`src/rtl/burst_seq_pkg.sv`:
```
package burst_seq_pkg;
  typedef enum logic {
    ORD_LINEAR     = 1'b0,
    ORD_INTERLEAVE = 1'b1
  } burst_order_e;
endpackage

```
`src/rtl/load_decode.sv`:
```
module load_decode (
  input  logic ctrl_load_n,
  input  logic proc_load_n,
  input  logic chip_en_n,
  output logic load
);
  logic ctrl_hit;
  logic proc_hit;

  always_comb begin
    ctrl_hit = ~ctrl_load_n;
    proc_hit = ~proc_load_n & ~chip_en_n;
    load     = ctrl_hit | proc_hit;
  end
endmodule

```
`src/rtl/beat_counter.sv`:
```
module beat_counter #(
  parameter int BEAT_W = 2
) (
  input  logic              clk,
  input  logic              rst_n,
  input  logic              load,
  input  logic              step,
  output logic [BEAT_W-1:0] count
);
  localparam logic [BEAT_W-1:0] LAST = {BEAT_W{1'b1}};

  always_ff @(posedge clk or negedge rst_n) begin
    if (!rst_n)    count <= '0;
    else if (load) count <= '0;
    else if (step) count <= count + 1'b1;
  end


  load_clears_beat_chk: assert property (@(posedge clk) disable iff (!rst_n)
    load |=> count == '0);

  hold_without_step_chk: assert property (@(posedge clk) disable iff (!rst_n)
    (!load && !step) |=> $stable(count));

  wrap_at_last_chk: assert property (@(posedge clk) disable iff (!rst_n)
    (!load && step && count == LAST) |=> count == '0);
endmodule

```
`src/rtl/order_map.sv`:
```
module order_map
  import burst_seq_pkg::*;
#(
  parameter int BEAT_W = 2
) (
  input  logic [BEAT_W-1:0] start_bits,
  input  logic [BEAT_W-1:0] beat,
  input  burst_order_e      order,
  output logic [BEAT_W-1:0] low_bits
);
  logic [BEAT_W-1:0] lin_bits;
  logic [BEAT_W-1:0] ilv_bits;

  genvar b;
  generate
    for (b = 0; b < BEAT_W; b++) begin : g_ilv
      assign ilv_bits[b] = start_bits[b] ^ beat[b];
    end
  endgenerate

  assign lin_bits = start_bits + beat;
  assign low_bits = (order == ORD_INTERLEAVE) ? ilv_bits : lin_bits;
endmodule

```
`src/rtl/burst_addr_seq.sv`:
```
module burst_addr_seq
  import burst_seq_pkg::*;
#(
  parameter int ADDR_W = 19,
  parameter int BEAT_W = 2
) (
  input  logic              clk,
  input  logic              rst_n,
  input  logic [ADDR_W-1:0] addr_in,
  input  logic              ctrl_load_n,
  input  logic              proc_load_n,
  input  logic              chip_en_n,
  input  logic              advance_n,
  input  logic              order_sel,
  output logic [ADDR_W-1:0] word_addr,
  output logic [BEAT_W-1:0] beat_idx
);
  localparam int UPPER_W = ADDR_W - BEAT_W;

  logic              load;
  logic [ADDR_W-1:0] base_q;
  logic [BEAT_W-1:0] low_bits;
  burst_order_e      order;

  assign order = burst_order_e'(order_sel);

  load_decode u_dec (
    .ctrl_load_n (ctrl_load_n),
    .proc_load_n (proc_load_n),
    .chip_en_n   (chip_en_n),
    .load        (load)
  );

  always_ff @(posedge clk or negedge rst_n) begin
    if (!rst_n)    base_q <= '0;
    else if (load) base_q <= addr_in;
  end

  beat_counter #(.BEAT_W(BEAT_W)) u_cnt (
    .clk   (clk),
    .rst_n (rst_n),
    .load  (load),
    .step  (~advance_n),
    .count (beat_idx)
  );

  order_map #(.BEAT_W(BEAT_W)) u_map (
    .start_bits (base_q[BEAT_W-1:0]),
    .beat       (beat_idx),
    .order      (order),
    .low_bits   (low_bits)
  );

  assign word_addr = {base_q[ADDR_W-1:BEAT_W], low_bits};


  upper_fixed_chk: assert property (@(posedge clk) disable iff (!rst_n)
    !load |=> $stable(word_addr[ADDR_W-1:BEAT_W]));

  gated_strobe_ignored_chk: assert property (@(posedge clk) disable iff (!rst_n)
    (ctrl_load_n && chip_en_n && advance_n) |=> ($stable(word_addr) && $stable(beat_idx)));

  ctrl_load_chk: assert property (@(posedge clk) disable iff (!rst_n)
    !ctrl_load_n |=> (word_addr == $past(addr_in) && beat_idx == '0));

  advance_step_chk: assert property (@(posedge clk) disable iff (!rst_n)
    (!load && !advance_n) |=> beat_idx == $past(beat_idx) + 1'b1);

  proc_load_chk: assert property (@(posedge clk) disable iff (!rst_n)
    (!proc_load_n && !chip_en_n) |=> word_addr == $past(addr_in));
endmodule

```
`config.mk`:
```
export PLATFORM = sky130hd
export DESIGN_NAME = burst_addr_seq
export DESIGN_NICKNAME = d
export VERILOG_FILES = /design/src/rtl/burst_seq_pkg.sv /design/src/rtl/load_decode.sv /design/src/rtl/beat_counter.sv /design/src/rtl/order_map.sv /design/src/rtl/burst_addr_seq.sv
export SDC_FILE = /design/constraint.sdc
export NUM_CORES = 1
export LEC_CHECK = 0
export BUFFER_PORTS_ARGS = -buffer_cell sky130_fd_sc_hd__buf_2
export CORE_MARGIN = 3
export CORE_UTILIZATION = 30
export CTS_BUF_LIST = sky130_fd_sc_hd__clkbuf_2 sky130_fd_sc_hd__clkbuf_4 sky130_fd_sc_hd__clkbuf_8
export DETAILED_ROUTE_END_ITERATION = 8
export PLACE_DENSITY = 0.59
export SLEW_MARGIN = 20
export SYNTH_ARGS = -nofsm -noshare
export SYNTH_HDL_FRONTEND = slang
export SYNTH_HIERARCHICAL = 1
export SYNTH_SLANG_ARGS = --single-unit
```
`constraint.sdc`:
```
create_clock -name clk -period 0.9 [get_ports clk]
set_input_delay 0.045 -clock clk [delete_from_list [all_inputs] [get_ports clk]]
set_output_delay 0.045 -clock clk [all_outputs]
set_load 0.02 [all_outputs]
```
======== Word level (Yosys, flattened, before mapping) ========
Index checks and enable logic that the tools add are counted.
storage, ports and cells
  memories kept ........................... 0
  logic and storage cells ................. 15
  flip-flop bits (word level) ............. 21
  output and inout port bits .............. 21
  bits in read-only memories .............. 0
  bits in writable memories ............... 0
  latch bits .............................. 0
  bits of input ports ..................... 26
operators by class
  $add $sub $neg .......................... 2
  reduce and logical (&&, ||, !) cells .... 0
  bitwise gates (word level) .............. 7
  $lt $le $gt $ge ......................... 0
  equality and inequality tests ........... 1
  shift-type cells ........................ 0
  multiply operators ...................... 0
  divide/modulo/power cells ............... 0
  multiplexer cells ....................... 3
operators by type and width
  operator             count
  $mux 2               3
  $not 1->1            3
  $add 2x1->2 const B  1
  $add 2x2->2          1
  $ne 2x1->1 const B   1
  $xor 1x1->1          2
  $and 1x1->1          1
  $or 1x1->1           1

======== Depth between registers and ports, before layout ========
  depth after elaboration ................. 4
  mapped depth ............................ 4
  depth with buffers taken out ............ 3

======== By module ========
Netlist, hierarchy kept.
by module, submodules not included
  module          area an instance (µm²)  cells an instance  seq. area each (µm²)  times used
  burst_addr_seq  889.6                   58                 475.5                 1
  beat_counter    88.8                    7                  50.0                  1
  order_map       36.3                    4                  0.0                   1
  load_decode     5.0                     1                  0.0                   1

======== Worst setup path before layout ========
No wires, ideal clock.
  kind .................................... register -> output
  start point ............................. register u_cnt.count[0]
  end point ............................... output word_addr[1]
  data required time ...................... 855 ps
  cell stages (with the launch flop) ...... 4
  buffers on the path ..................... 0
  path slack .............................. -333 ps
  data arrival time ....................... 1,188 ps
  cells stage by stage .................... dfrtp_1 -> ha_1 -> nor2b_1 -> xnor2_1
between the ends
  longest elaborated chain between the ends .. 2
ends and longest elaborated chain
  item                    line                  text
  start, declared         beat_counter.sv:8     output logic [BEAT_W-1:0] count
  start signal, assigned  beat_counter.sv:15    else if (step) count <= count + 1'b1;
  $add 2x2->2             order_map.sv:21       assign lin_bits = start_bits + beat;
  $mux 2                  order_map.sv:22       assign low_bits = (order == ORD_INTERLEAVE) ? ilv_bits : lin_bits;
  end, declared           burst_addr_seq.sv:15  output logic [ADDR_W-1:0] word_addr,
Every way passes these cells.

======== Final worst setup path ========
  start point ............................. register u_cnt.count[1]
  end point ............................... output word_addr[1]
between the ends
  longest elaborated chain between the ends .. 2
  elaborated cells on any way between the ends .. 3
  classes of those cells .................. add/sub: 1; mux: 1; bitwise: 1
ends and longest elaborated chain
  item                                               line
  $add 2x2->2 / $xor 1x1->1 (equally long branches)  order_map.sv:21, order_map.sv:17
  $mux 2 (*)                                         order_map.sv:22
Every way passes the cells marked *; elsewhere a longest branch is shown, timed or not.

==> impl_metrics.ini <==
[detailed_routing]
firstDrtPassIters = 5
routed_wl_mm = 2.29
route.vias.total = 717
route.detailed.drc = 0
viasPerCell = 4.05
wire_per_inst_um = 13.0
antenna_left = 0
drtIter0Drc = 28

[sta]
hold_viol = 0
skew_ns = 0.000230
fin_crit_sh = 1.46
worst_slack_ns = -0.418
worst_slew_pin_slew_ns = 0.464
slew_headroom = 0.691
max_freq_mhz = 759
finalMaxSlewViolations = 0
rsz0062_at_grt = true
period_minus_slack_ns = 1.32
setup_viol = 8

[flow_run]
max_cap_violations = 0

[setup_path]
path_class = flip-flop to output port
end_kind = output port
start_kind = flip-flop
cp_data_arrival_time_ns = 1.27
cp_data_required_time_ns = 0.85
crit_fanout = 2

[clock_network]
cts_inserted_buffers = 3
clock_sinks = 21
cts_buffer_depth = 2
root_buffer = clkbuf_4
htreeDepth = 1
worstSkewPairLatency_ns = 0.29
path_clk_slew_ns = 0.11
cts_tree = done

[cells_and_area]
syn_to_final_growth_pct = 66.5
fin_nets = 161
drive_gt1_frac = 0.669
design_area_um2 = 1700
finalNonFillerCells = 177
final_common_cell = buf_6
antenna_cells = 0
layout_common_cells = buf_6, buf_2, dfrtp_1, dlygate4sd3_1, mux2_4

[synthesis]
synth-xor-area-share = 0.0258
syn_area_per_cell_um2 = 14.6
ys_ff_latch = 21
synth_top_family_by_area = multiplexers
syn_inst = 70
synth_compound_area_frac = 0.0233
synth_fp_nets = 97
synth.area.mux_share = 0.247
synth-seq-area-share = 0.515
synth_top_area_frac = 0.515
yosysTopAreaCell = dfrtp_1
synth-adder-area-share = 0.0123
synth_warnings = 6
synth-simple-area-share = 0.0172
yosysUniqueCellTypes = 15
synthTopCellsByArea = dfrtp_1, mux2_4, buf_4
synth_area_um2 = 1020

[global_route]
track_usage = 0.120
grt_pass1_vias = 850
grt_pass1_wl_mm = 3.82
antenna_found_initial = 0
gr-max-usage-layer = met2
grt.overflow.total = 0
use_met1 = 0.135
use_met2 = 0.222
grt_max_degree = 22
met3_usage = 0.0369

[floorplan]
io-pin-count = 47
die-area_um2 = 4130
num_rows = 20
start_util = 0.323
die_h_um = 64.3
core_um2 = 3150
fp.dieW_um = 64.3

[power]
p_total_uw = 2390
ir_drop_v = 0.000661
power_density_nw_per_um2 = 1410
leakage_uw = 0.000818

[run_status]
status = finished, violations left
violations = setup timing

[placement]
postPlaceCellArea_um2 = 1260
io_buffers = 46
dpl.cell_count = 146
gp_congestion = 0.635

[worst_hold_path]
hold_path.class = input pin to flip-flop
-- through the flow --
| stage | setup WS (ns) | hold WS, ns | utilization | TNS [ns] |
|---|---|---|---|---|
| finish | -0.418 | 0.0962 | 0.538 | -1.25 |
| global route | -0.488 | 0.0983 | 0.538 | -2.23 |
| CTS | -0.435 | 0.0525 | 0.523 | -1.25 |
| detailed placement | -0.143 | 0.0321 | 0.399 | -2.29 |
| global placement | -0.129 | 0.0219 | 0.399 | -1.95 |
| floorplan | -0.141 | -0.251 | - | -0.308 |
-- critical path, stage by stage (launching register included) --
cell,delay (ns)
dfrtp_1,0.43
xnor2_2,0.28
xnor2_4,0.15
buf_6,0.13
-- timing repair --
action / in CTS / in global routing
cloned: 0 / 0
endpoints found under the hold margin: 40 / 0
gates resized for setup: 40 / 8
buffers inserted: 5 / 2
setup endpoints to repair: 22 / 28
pin swaps: 3 / 2
hold buffers: 20 / 0
-- kinds of logic (layout without fill, tap and decap cells) --
family | Yosys count | after routing
xor+xnor | 3 | 3
fa+ha+maj | 1 | 1
flops | 21 | 21
simple gates | 3 | 3
buf+inv | 20 | 83
mux | 19 | 19
compound gates | 3 | 3
-- worst paths after layout --
check / end / slack (ns) / cells after the start / start
max: word_addr[1] / -0.42 / 3 / u_cnt/count[1]
min: u_cnt/count[1] / 0.1 / 4 / advance_n
max reg2reg: u_cnt/count[1] / -0.15 / 5 / u_cnt/count[0]
min reg2reg: base_q[0] / 0.54 / 1 / base_q[0]
max in group asynchronous: u_cnt/count[0] / 0.33 / 2 / rst_n
min in group asynchronous: base_q[11] / 0.23 / 2 / rst_n
-- registers in the layout, summed over array words and instances, names as in the netlist --
name / count
base_q: 19
u_cnt/count: 2
-- layout make-up --
class | count | area (µm²)
Multi-Input combinational cell | 29 | 387
Inverter | 1 | 3.75
Timing Repair Buffer | 78 | 696
Tap cell | 44 | 55.1
Fill cell | 272 | 1460
Clock buffer | 4 | 30.0
Sequential cell | 21 | 527
-- cell usage after synthesis (all sizes together) --
cell,count
nor2b,1
nand3b,1
buf,19
o21ai,1
nor2,1
a21bo,1
ha,1
a21oi,1
mux2,19
xnor2,3
inv,1
dfrtp,21
-- per-layer routing --
metal  vias up  share of wire
met5         -              0
met4         0              0
met3         0          0.078
met2        35           0.53
met1       341           0.39
li1        341              -
-- where the power goes --
group / switching, µW / leakage, µW / internal (µW)
Clock: 260 / 0.0000184 / 202
Combinational: 315 / 0.000553 / 508
Sequential: 71.7 / 0.000247 / 1040
Total: 647 / 0.000818 / 1750
Power figures use the tool's default switching activity.
